File: src/rtl/dispc_pkg.sv
package dispc_pkg;
  localparam logic [31:0] OFF_CTRL  = 32'h004;
  localparam logic [31:0] OFF_MODE  = 32'h008;
  localparam logic [31:0] CFG_BASE  = 32'h030;
  localparam logic [31:0] OFF_IEN   = 32'h1E0;
  localparam logic [31:0] OFF_ICLR  = 32'h1E4;
  localparam logic [31:0] OFF_ISTS  = 32'h1E8;

  localparam int STS_W     = 6;
  localparam int BIT_DONE  = 0;
  localparam int BIT_TE    = 1;
  localparam int BIT_ERR   = 2;
  localparam int BIT_UPD   = 4;
  localparam int BIT_VSYNC = 5;
  localparam logic [STS_W-1:0] STS_MASK = 6'b110111;

  typedef struct packed {
    logic             cfgHit;
    logic [7:0]       cfgIdx;
    logic             cfgWr;
    logic             commit;
    logic             enWr;
    logic             clrWr;
    logic [STS_W-1:0] evtSet;
    logic [31:0]      data;
  } dpStrobe_t;
endpackage

File: src/rtl/dispc_ctrl.sv
module dispc_ctrl
  import dispc_pkg::*;
#(
  parameter int ADDR_W    = 12,
  parameter int CFG_WORDS = 4
) (
  input  logic              clk,
  input  logic              rstN,
  input  logic              wrEn,
  input  logic [ADDR_W-1:0] addr,
  input  logic [31:0]       wrData,
  input  logic              frameEnd,
  input  logic              teEvt,
  input  logic              errEvt,
  input  logic              vsyncEvt,
  output dpStrobe_t         stb,
  output logic              running,
  output logic              stopPend,
  output logic              updPend,
  output logic              cmdMode,
  output logic [31:0]       ctrlWord
);
  localparam logic [31:0] CFG_END = CFG_BASE + 32'(4 * CFG_WORDS);

  logic [31:0] addrW;
  logic [31:0] cfgOffs;
  logic hitCtrl, hitMode;
  logic runStart, stopReq, updReq;
  logic frameLive, finishCmd, finishVid, updCommit;

  assign addrW   = 32'(addr);
  assign cfgOffs = addrW - CFG_BASE;
  assign hitCtrl = wrEn && (addrW == OFF_CTRL);
  assign hitMode = wrEn && (addrW == OFF_MODE);

  // requests are qualified by the current state; those that do not apply vanish
  assign runStart  = hitCtrl && wrData[0] && !running;
  assign stopReq   = hitCtrl && wrData[1] && running && !cmdMode;
  assign updReq    = hitCtrl && wrData[2] && running && !cmdMode;

  assign frameLive = frameEnd && running;
  assign finishCmd = frameLive && cmdMode;
  assign finishVid = frameLive && !cmdMode && stopPend;
  assign updCommit = frameLive && !cmdMode && updPend;

  always_comb begin
    stb        = '0;
    stb.data   = wrData;
    stb.cfgHit = (addrW >= CFG_BASE) && (addrW < CFG_END) && (addrW[1:0] == 2'b00);
    stb.cfgIdx = cfgOffs[9:2];
    stb.cfgWr  = wrEn && stb.cfgHit;
    stb.enWr   = wrEn && (addrW == OFF_IEN);
    stb.clrWr  = wrEn && (addrW == OFF_ICLR);
    stb.commit = runStart || updCommit;
    stb.evtSet[BIT_DONE]  = finishCmd || finishVid;
    stb.evtSet[BIT_TE]    = teEvt;
    stb.evtSet[BIT_ERR]   = errEvt;
    stb.evtSet[BIT_UPD]   = updCommit;
    stb.evtSet[BIT_VSYNC] = vsyncEvt;
  end

  always_ff @(posedge clk) begin
    if (!rstN) begin
      running  <= 1'b0;
      stopPend <= 1'b0;
      updPend  <= 1'b0;
      cmdMode  <= 1'b0;
    end else begin
      if (runStart) running <= 1'b1;
      else if (finishCmd || finishVid) running <= 1'b0;

      if (finishCmd || finishVid) stopPend <= 1'b0;
      else if (stopReq) stopPend <= 1'b1;

      if (finishCmd || finishVid) updPend <= 1'b0;
      else if (updReq) updPend <= 1'b1;
      else if (updCommit) updPend <= 1'b0;

      if (hitMode && !running) cmdMode <= wrData[0];
    end
  end

  assign ctrlWord = {29'd0, updPend, stopPend, running};
endmodule

File: src/rtl/dispc_dp.sv
module dispc_dp
  import dispc_pkg::*;
#(
  parameter int ADDR_W    = 12,
  parameter int CFG_WORDS = 4
) (
  input  logic                   clk,
  input  logic                   rstN,
  input  dpStrobe_t              stb,
  input  logic [ADDR_W-1:0]      addr,
  input  logic [31:0]            ctrlWord,
  input  logic                   cmdMode,
  output logic [31:0]            rdData,
  output logic                   irq,
  output logic [32*CFG_WORDS-1:0] pendCfg,
  output logic [32*CFG_WORDS-1:0] activeCfg,
  output logic [STS_W-1:0]       sts
);
  logic [STS_W-1:0] en;
  logic [STS_W-1:0] clrMask;
  logic [31:0]      cfgRd;
  logic [31:0]      addrW;

  assign addrW = 32'(addr);

  for (genvar i = 0; i < CFG_WORDS; i++) begin : gWord
    always_ff @(posedge clk) begin
      if (!rstN) begin
        pendCfg[32*i +: 32]   <= '0;
        activeCfg[32*i +: 32] <= '0;
      end else begin
        if (stb.cfgWr && stb.cfgIdx == 8'(i)) pendCfg[32*i +: 32] <= stb.data;
        if (stb.commit) activeCfg[32*i +: 32] <= pendCfg[32*i +: 32];
      end
    end
  end

  assign clrMask = stb.clrWr ? stb.data[STS_W-1:0] : '0;

  always_ff @(posedge clk) begin
    if (!rstN) begin
      en  <= '0;
      sts <= '0;
    end else begin
      if (stb.enWr) en <= stb.data[STS_W-1:0] & STS_MASK;
      sts <= ((sts & ~clrMask) | stb.evtSet) & STS_MASK;
    end
  end

  assign irq = |(sts & en);

  always_comb begin
    cfgRd = '0;
    for (int i = 0; i < CFG_WORDS; i++)
      if (stb.cfgIdx == 8'(i)) cfgRd = pendCfg[32*i +: 32];
  end

  always_comb begin
    rdData = '0;
    if (stb.cfgHit) rdData = cfgRd;
    else if (addrW == OFF_CTRL) rdData = ctrlWord;
    else if (addrW == OFF_MODE) rdData = {31'd0, cmdMode};
    else if (addrW == OFF_IEN) rdData = 32'(en);
    else if (addrW == OFF_ISTS) rdData = 32'(sts);
  end
endmodule

File: src/rtl/dispc_ctrl_unit.sv
module dispc_ctrl_unit
  import dispc_pkg::*;
#(
  parameter int ADDR_W    = 12,
  parameter int CFG_WORDS = 4
) (
  input  logic                    clk,
  input  logic                    rstN,
  input  logic                    wrEn,
  input  logic [ADDR_W-1:0]       addr,
  input  logic [31:0]             wrData,
  output logic [31:0]             rdData,
  input  logic                    frameEnd,
  input  logic                    teEvt,
  input  logic                    errEvt,
  input  logic                    vsyncEvt,
  output logic                    irq,
  output logic [32*CFG_WORDS-1:0] activeCfg
);
  dpStrobe_t stb;
  logic running, stopPend, updPend, cmdMode;
  logic [31:0] ctrlWord;
  logic [32*CFG_WORDS-1:0] pendCfg;
  logic [STS_W-1:0] sts;

  dispc_ctrl #(.ADDR_W(ADDR_W), .CFG_WORDS(CFG_WORDS)) uCtrl (
    .clk(clk), .rstN(rstN), .wrEn(wrEn), .addr(addr), .wrData(wrData),
    .frameEnd(frameEnd), .teEvt(teEvt), .errEvt(errEvt), .vsyncEvt(vsyncEvt),
    .stb(stb), .running(running), .stopPend(stopPend), .updPend(updPend),
    .cmdMode(cmdMode), .ctrlWord(ctrlWord)
  );

  dispc_dp #(.ADDR_W(ADDR_W), .CFG_WORDS(CFG_WORDS)) uDp (
    .clk(clk), .rstN(rstN), .stb(stb), .addr(addr), .ctrlWord(ctrlWord),
    .cmdMode(cmdMode), .rdData(rdData), .irq(irq), .pendCfg(pendCfg),
    .activeCfg(activeCfg), .sts(sts)
  );
endmodule

File: config.mk
export PLATFORM = sky130hd
export DESIGN_NAME = dispc_ctrl_unit
export DESIGN_NICKNAME = d
export VERILOG_FILES = /design/src/rtl/dispc_pkg.sv /design/src/rtl/dispc_ctrl.sv /design/src/rtl/dispc_dp.sv /design/src/rtl/dispc_ctrl_unit.sv
export SDC_FILE = /design/constraint.sdc
export NUM_CORES = 1
export LEC_CHECK = 0
export ABC_CLOCK_PERIOD_IN_PS = 1690
export BUFFER_PORTS_ARGS = -buffer_cell sky130_fd_sc_hd__buf_2
export CAP_MARGIN = 5
export CORE_MARGIN = 3
export CORE_UTILIZATION = 38
export DETAILED_ROUTE_END_ITERATION = 8
export PLACE_DENSITY = 0.69
export SLEW_MARGIN = 20
export SYNTH_ARGS = -nofsm -noshare
export SYNTH_HDL_FRONTEND = slang
export SYNTH_HIERARCHICAL = 1
export SYNTH_SLANG_ARGS = --single-unit
File: constraint.sdc
create_clock -name clk -period 1.69 [get_ports clk]
set_input_delay 0.0845 -clock clk [delete_from_list [all_inputs] [get_ports clk]]
set_output_delay 0.0845 -clock clk [all_outputs]
set_load 0.01 [all_outputs]
==> run metrics, run 1 <==
fraction of power consumed by combinational cells 4.9%; clock insertion delay at the later pin of the skew report 540 ps; worst-case setup slack after placement -654.6 ps; global-route usage over all layers 19.28%; synthesized netlist cell count 1230; number of buffers inserted during clock tree synthesis 30; hold crit path type in2reg; FF-to-FF Start uCtrl/cmdMode; RSZ-0062 raised after global routing yes; # diodes 0; weighted congestion at the end of routability-driven global placement 0.8207; final critical path time including I/O delays and setup 2153 ps; vias in the first global route 9555; run status finished, violations left; startpoint kind of the worst setup timing path primary input; final standard cell area without fillers 15900 um2; Setup Skew 5.807 ps; number of clock sinks 270; max_cap viols 0; Peak Freq 464.4 MHz; filler cell count in the final layout 2784; slowest stage delay, CP 360 ps; cell with the largest stage delay on the worst path nor4_4; failing checks setup timing; most frequent cells in the layout 268 x dfxtp_1, 261 x mux2i_1, 205 x buf_2; reg-to-reg endpoint uDp/activeCfg[50]; Horiz. Die Dim 184.8 um; HPWL Detailed 22890 um; leakage component of the power 7.110 nW; final setup TNS -12740 ps; clk root buf clkbuf_16; total power divided by cell area 870.6 nW/um2; Worst Hold Launch addr[11]; worst path cell trace buf_8, buf_4, a21oi_2, xor2_1, nor4_4, buf_4, and3_4, buf_12, o221ai_2, o21ai_1, buf_2; highest ir drop seen on vdd 0.7381 mV; number of primary I/O pins 212; number of failing hold endpoints at the final stage 0; net count of the finished layout 1540; 1st-pass router iterations 5; CTS tree built; via count 9442; starting density of the core 39.09%; proportion of layout cells with a drive suffix above 1 30.09%; netlist area before placement 12150 um2; global-route wire length before repair 52960 um; area taken by multi-input logic gates 6261 um2; cell occurring most often along the worst timing path buf_4; number of cells traversed by the worst register-to-register path 7; most frequent standard cell in the layout excluding fill and tap cells dfxtp_1; register-to-register setup slack 40 ps; routed wire length 34750 um; largest buffer count on any clock path 3; number of setup violations in the final report 32; final routed DRC violation total 0; critical path launch point addr[5]; initial DRC count 395; CP Data Arrival Time 2070 ps; antenna violation net count after detailed routing 0; net switching power 3.012 mW; internal cell power 10.83 mW; total power consumption of the routed design 13.84 mW; initial antenna violation count 0; fin crit share 127.4%; switching power as a share of total power 21.76%; area added between synthesis and finish 30.90%; number of pins exceeding their max-slew limit in the final report 0; average vias per placed instance 4.956; Crit Path Class in2out; Port Buffer Count 211; Avg Synthesized Cell Area 9.875 um2; worst hold margin 46.47 ps; part of the total power dissipated in the clock network 49.0%; final worst-path setup slack -463.2 ps; Row Count 64; CP endpoint kind output pin; required time at the endpoint of the critical path 1610 ps; clock-pin transition on the worst setup and hold timing paths 60 ps; H-Tree Level Count 1; critical path's top delay family buffers and inverters; Die Outline Area 34150 um2; maximum number of pins on one net before global-route repair 61; end point of the most critical hold path uCtrl/updPend; number of instances on the worst hold path 5; chip height 184.8 um; CP max FO 8; register cell area after layout 5408 um2; Placed Instance Area 13850 um2; number of buffer and inverter instances along the worst setup path 5; Core Footprint 31070 um2; Remaining Overflow, GRT 0; routed len/inst 18.24 um; Yosys Warn Count 6; sequential fraction of design power 46.0%
-- routing by layer --
metal	GRT usage, %	vias to the layer above	share of wire (%)
met3	4.556	51	6.8
met1	25.54	4501	45
li1	-	4603	-
met5	0	-	0
met2	31.95	287	47
met4	4.622	0	1.9
-- state kept, by name, indices dropped and copies added (netlist names) --
name and cells:
uDp/sts 5, uDp/activeCfg 128, uDp/pendCfg 128, uCtrl/stopPend 1
uCtrl/updPend 1, uDp/en 5, uCtrl/cmdMode 1, uCtrl/running 1
-- repair_timing --
| action | CTS | global route |
|---|---|---|
| setup endpoints to repair | 62 | 67 |
| buffers inserted | 5 | 7 |
| hold endpoints to repair | 142 | 0 |
| gates resized for setup | 43 | 41 |
| cloned | 2 | 5 |
| pin swaps | 21 | 27 |
| hold buffers | 40 | 0 |
-- per-stage QoR --
| stage | util [%] | instances |
|---|---|---|
| floorplan | - | 1258 |
| global placement | 44.58 | 1794 |
| detailed placement | 44.58 | 1794 |
| CTS | 49.99 | 1894 |
| global route | 51.18 | 1905 |
| finish | 51.18 | 1905 |
-- power by group through the flow --
| stage | combinational (mW) | clock [mW] | sequential (mW) |
|---|---|---|---|
| floorplan | 0.404 | 0 | 6.51 |
| global placement | 0.551 | 0 | 6.51 |
| detailed placement | 0.557 | 0 | 6.51 |
| CTS | 0.658 | 6.95 | 6.37 |
| global route | 0.735 | 7.22 | 6.37 |
| finish | 0.685 | 6.78 | 6.37 |
-- tightest hold or removal path, delay by kind of cell --
kind	cells	cell delay, ps
AND/OR/NAND/NOR	2	140
buffers and inverters	2	240
AO/OA/AOI/OAI	1	70
-- cell type report --
cell class | instances | area share, %
multi-input combinational | 829 | 39.38
inverter | 6 | 0.1416
clock inverter | 12 | 0.9049
sequential | 270 | 34.01
tap | 396 | 3.116
clock buffer | 43 | 5.666
timing repair buffer | 349 | 16.78
-- worst max path at each step --
| stage | slack, ps | cells after the start | end |
|---|---|---|---|
| finish | -460 | 11 | rdData[17] |
| global route | -560 | 10 | rdData[17] |
| CTS | -480 | 10 | rdData[19] |
| detailed placement | -650 | 10 | rdData[22] |
| global placement | -590 | 11 | rdData[22] |
| floorplan | -60 | 9 | uDp/activeCfg[10] |
Power figures use the tool's default switching activity.
==> run 2, diff against run 1 <==
==> constraint.sdc (replaced) <==
create_clock -name clk -period 1.69 [get_ports clk]
set_input_delay 0.338 -clock clk [delete_from_list [all_inputs] [get_ports clk]]
set_output_delay 0.338 -clock clk [all_outputs]
set_load 0.01 [all_outputs]
==> run metrics, run 2 (synthesis gave the netlist of run 1 again) <==
largest buffer count on any clock path 3 (unchanged); final standard cell area without fillers 16670 um2 (+4.8%); CP max FO 4 (-4); number of setup violations in the final report 266 (+730%); post-placement cell count 1808 (+0.78%); critical path launch point addr[9]; Die Outline Area 34150 um2 (unchanged); leakage component of the power 7.455 nW (+4.9%); FF-to-FF Start uCtrl/cmdMode; weighted congestion at the end of routability-driven global placement 0.7743 (-5.7%); number of buffers inserted during clock tree synthesis 30 (unchanged); final worst-path setup slack -856.2 ps (-393.0 ps); Placed Instance Area 14080 um2 (+1.7%); proportion of layout cells with a drive suffix above 1 33.88% (+3.8 points); CP Data Arrival Time 2210 ps (+140 ps); antenna violation net count after detailed routing 0 (unchanged); chip height 184.8 um (unchanged); Remaining Overflow, GRT 0 (unchanged); starting density of the core 39.09% (unchanged); area added between synthesis and finish 37.24%; # diodes 0 (unchanged); fin crit share 150.7% (+23 points); number of primary I/O pins 212 (unchanged); filler cell count in the final layout 2686 (-3.5%); vias in the first global route 9794 (+2.5%); 1st-pass router iterations 5 (unchanged); net count of the finished layout 1556 (+1.0%); highest ir drop seen on vdd 0.7753 mV (+5.0%); clock-pin transition on the worst setup and hold timing paths 60 ps (about the same); routed wire length 37270 um (+7.3%); max_cap viols 0 (unchanged); worst-case setup slack after placement -939.7 ps (-285.0 ps); total power divided by cell area 899.5 nW/um2 (+3.3%); most frequent standard cell in the layout excluding fill and tap cells dfxtp_1; Core Footprint 31070 um2 (unchanged); routed len/inst 19.39 um (+6.3%); H-Tree Level Count 1 (unchanged); initial antenna violation count 1 (+1); RSZ-0062 raised after global routing yes; Worst Hold Launch vsyncEvt; number of clock sinks 270 (unchanged); area taken by multi-input logic gates 6237 um2 (-0.38%); Horiz. Die Dim 184.8 um (unchanged); global-route usage over all layers 21.33% (+2.1 points); CP endpoint kind output pin; clock insertion delay at the later pin of the skew report 570 ps (+30 ps); Setup Skew 18.22 ps (+12.41 ps); number of failing hold endpoints at the final stage 0 (unchanged); maximum number of pins on one net before global-route repair 47 (-23%); worst hold margin 26.57 ps (-19.90 ps); via count 9643 (+2.1%); clk root buf clkbuf_16; non-filler instance count after layout 1922 (+0.89%); number of pins exceeding their max-slew limit in the final report 0 (unchanged); final routed DRC violation total 0 (unchanged); hold crit path type in2reg; largest registers uDp/activeCfg: 128 flops, uDp/pendCfg: 128 flops; startpoint kind of the worst setup timing path primary input; Port Buffer Count 211 (unchanged); HPWL Detailed 22990 um (+0.44%); most frequent cells in the layout 269 x dfxtp_1, 251 x mux2i_1, 203 x buf_2; run status finished, violations left; register cell area after layout 5406 um2 (about the same); global-route wire length before repair 57240 um (+8.1%); Crit Path Class in2out; initial DRC count 487 (+23%); Row Count 64 (unchanged); CTS tree built; failing checks setup timing; final setup TNS -53850 ps (-41110 ps); required time at the endpoint of the critical path 1350 ps (-260 ps); Peak Freq 392.7 MHz (-15%); final critical path time including I/O delays and setup 2546 ps (+393.0 ps); average vias per placed instance 5.017 (+1.2%)
## run 2: changes by cell type in the layout (fill, tap and decap cells not counted), moves of 10 or more
| cell | delta |
|---|---|
| dlygate4sd3_1 | -38 |
| buf_12 | +21 |
| buf_6 | +19 |
| buf_16 | +14 |
| o221ai_1 | +13 |
| mux2i_1 | -10 |
| mux2i_2 | +10 |
## run 2: what timing repair did
action / in CTS / in global routing
resized for setup: 95 / 73
setup endpoints to repair: 274 / 288
setup buffers: 36 / 17
pin swaps: 20 / 21
cloned: 28 / 0
hold buffers: 2 / 0
hold endpoints to repair: 2 / 0
## run 2: area by class of cell
cell class | instances | share of cell area, %
Multi-Input combinational cell | 829 | 37.42
Sequential cell | 270 | 32.43
Timing Repair Buffer | 365 | 19.58
Clock buffer | 39 | 5.006
Tap cell | 396 | 2.972
Clock inverter | 17 | 2.304
Inverter | 6 | 0.2852
## run 2: layer usage
metal,track usage [%],vias up,wire (um)
li1,-,4652,-
met1,27.72,4712,16500
met2,36.89,235,18170
met3,4.222,42,2073
met4,4.532,2,511
met5,0,-,17
## run 2: worst paths after layout
check	cells after the start	slack, ps	endpoint
max	10	-860	rdData[4]
min	3	30	uDp/sts[5]
max reg2reg	8	-40	uDp/activeCfg[61]
min reg2reg	2	470	uDp/pendCfg[89]
## run 2: worst max-delay path, stage by stage
cell and delay [ps]:
buf_4 120, nor3_4 190, nor4b_1 320, and3_2 300
or4_4 180, nor4_2 50, buf_4 160, a222oi_1 320
inv_1 70, buf_2 140
## run 2: through the flow
| stage | utilization (%) | total power, mW |
|---|---|---|
| after floorplan | - | 6.926 |
| after global placement | 45.33 | 7.117 |
| after detailed placement | 45.33 | 7.125 |
| after CTS | 53.91 | 15.08 |
| after global routing | 53.65 | 15.42 |
| final | 53.65 | 14.99 |
## run 2: report_power, final
group,internal [mW],switching (mW),total [mW]
combinational,0.301,0.364,0.665
clock,5.17,2.79,7.96
sequential,6.37,0.00390,6.37
total,11.8,3.16,15.0
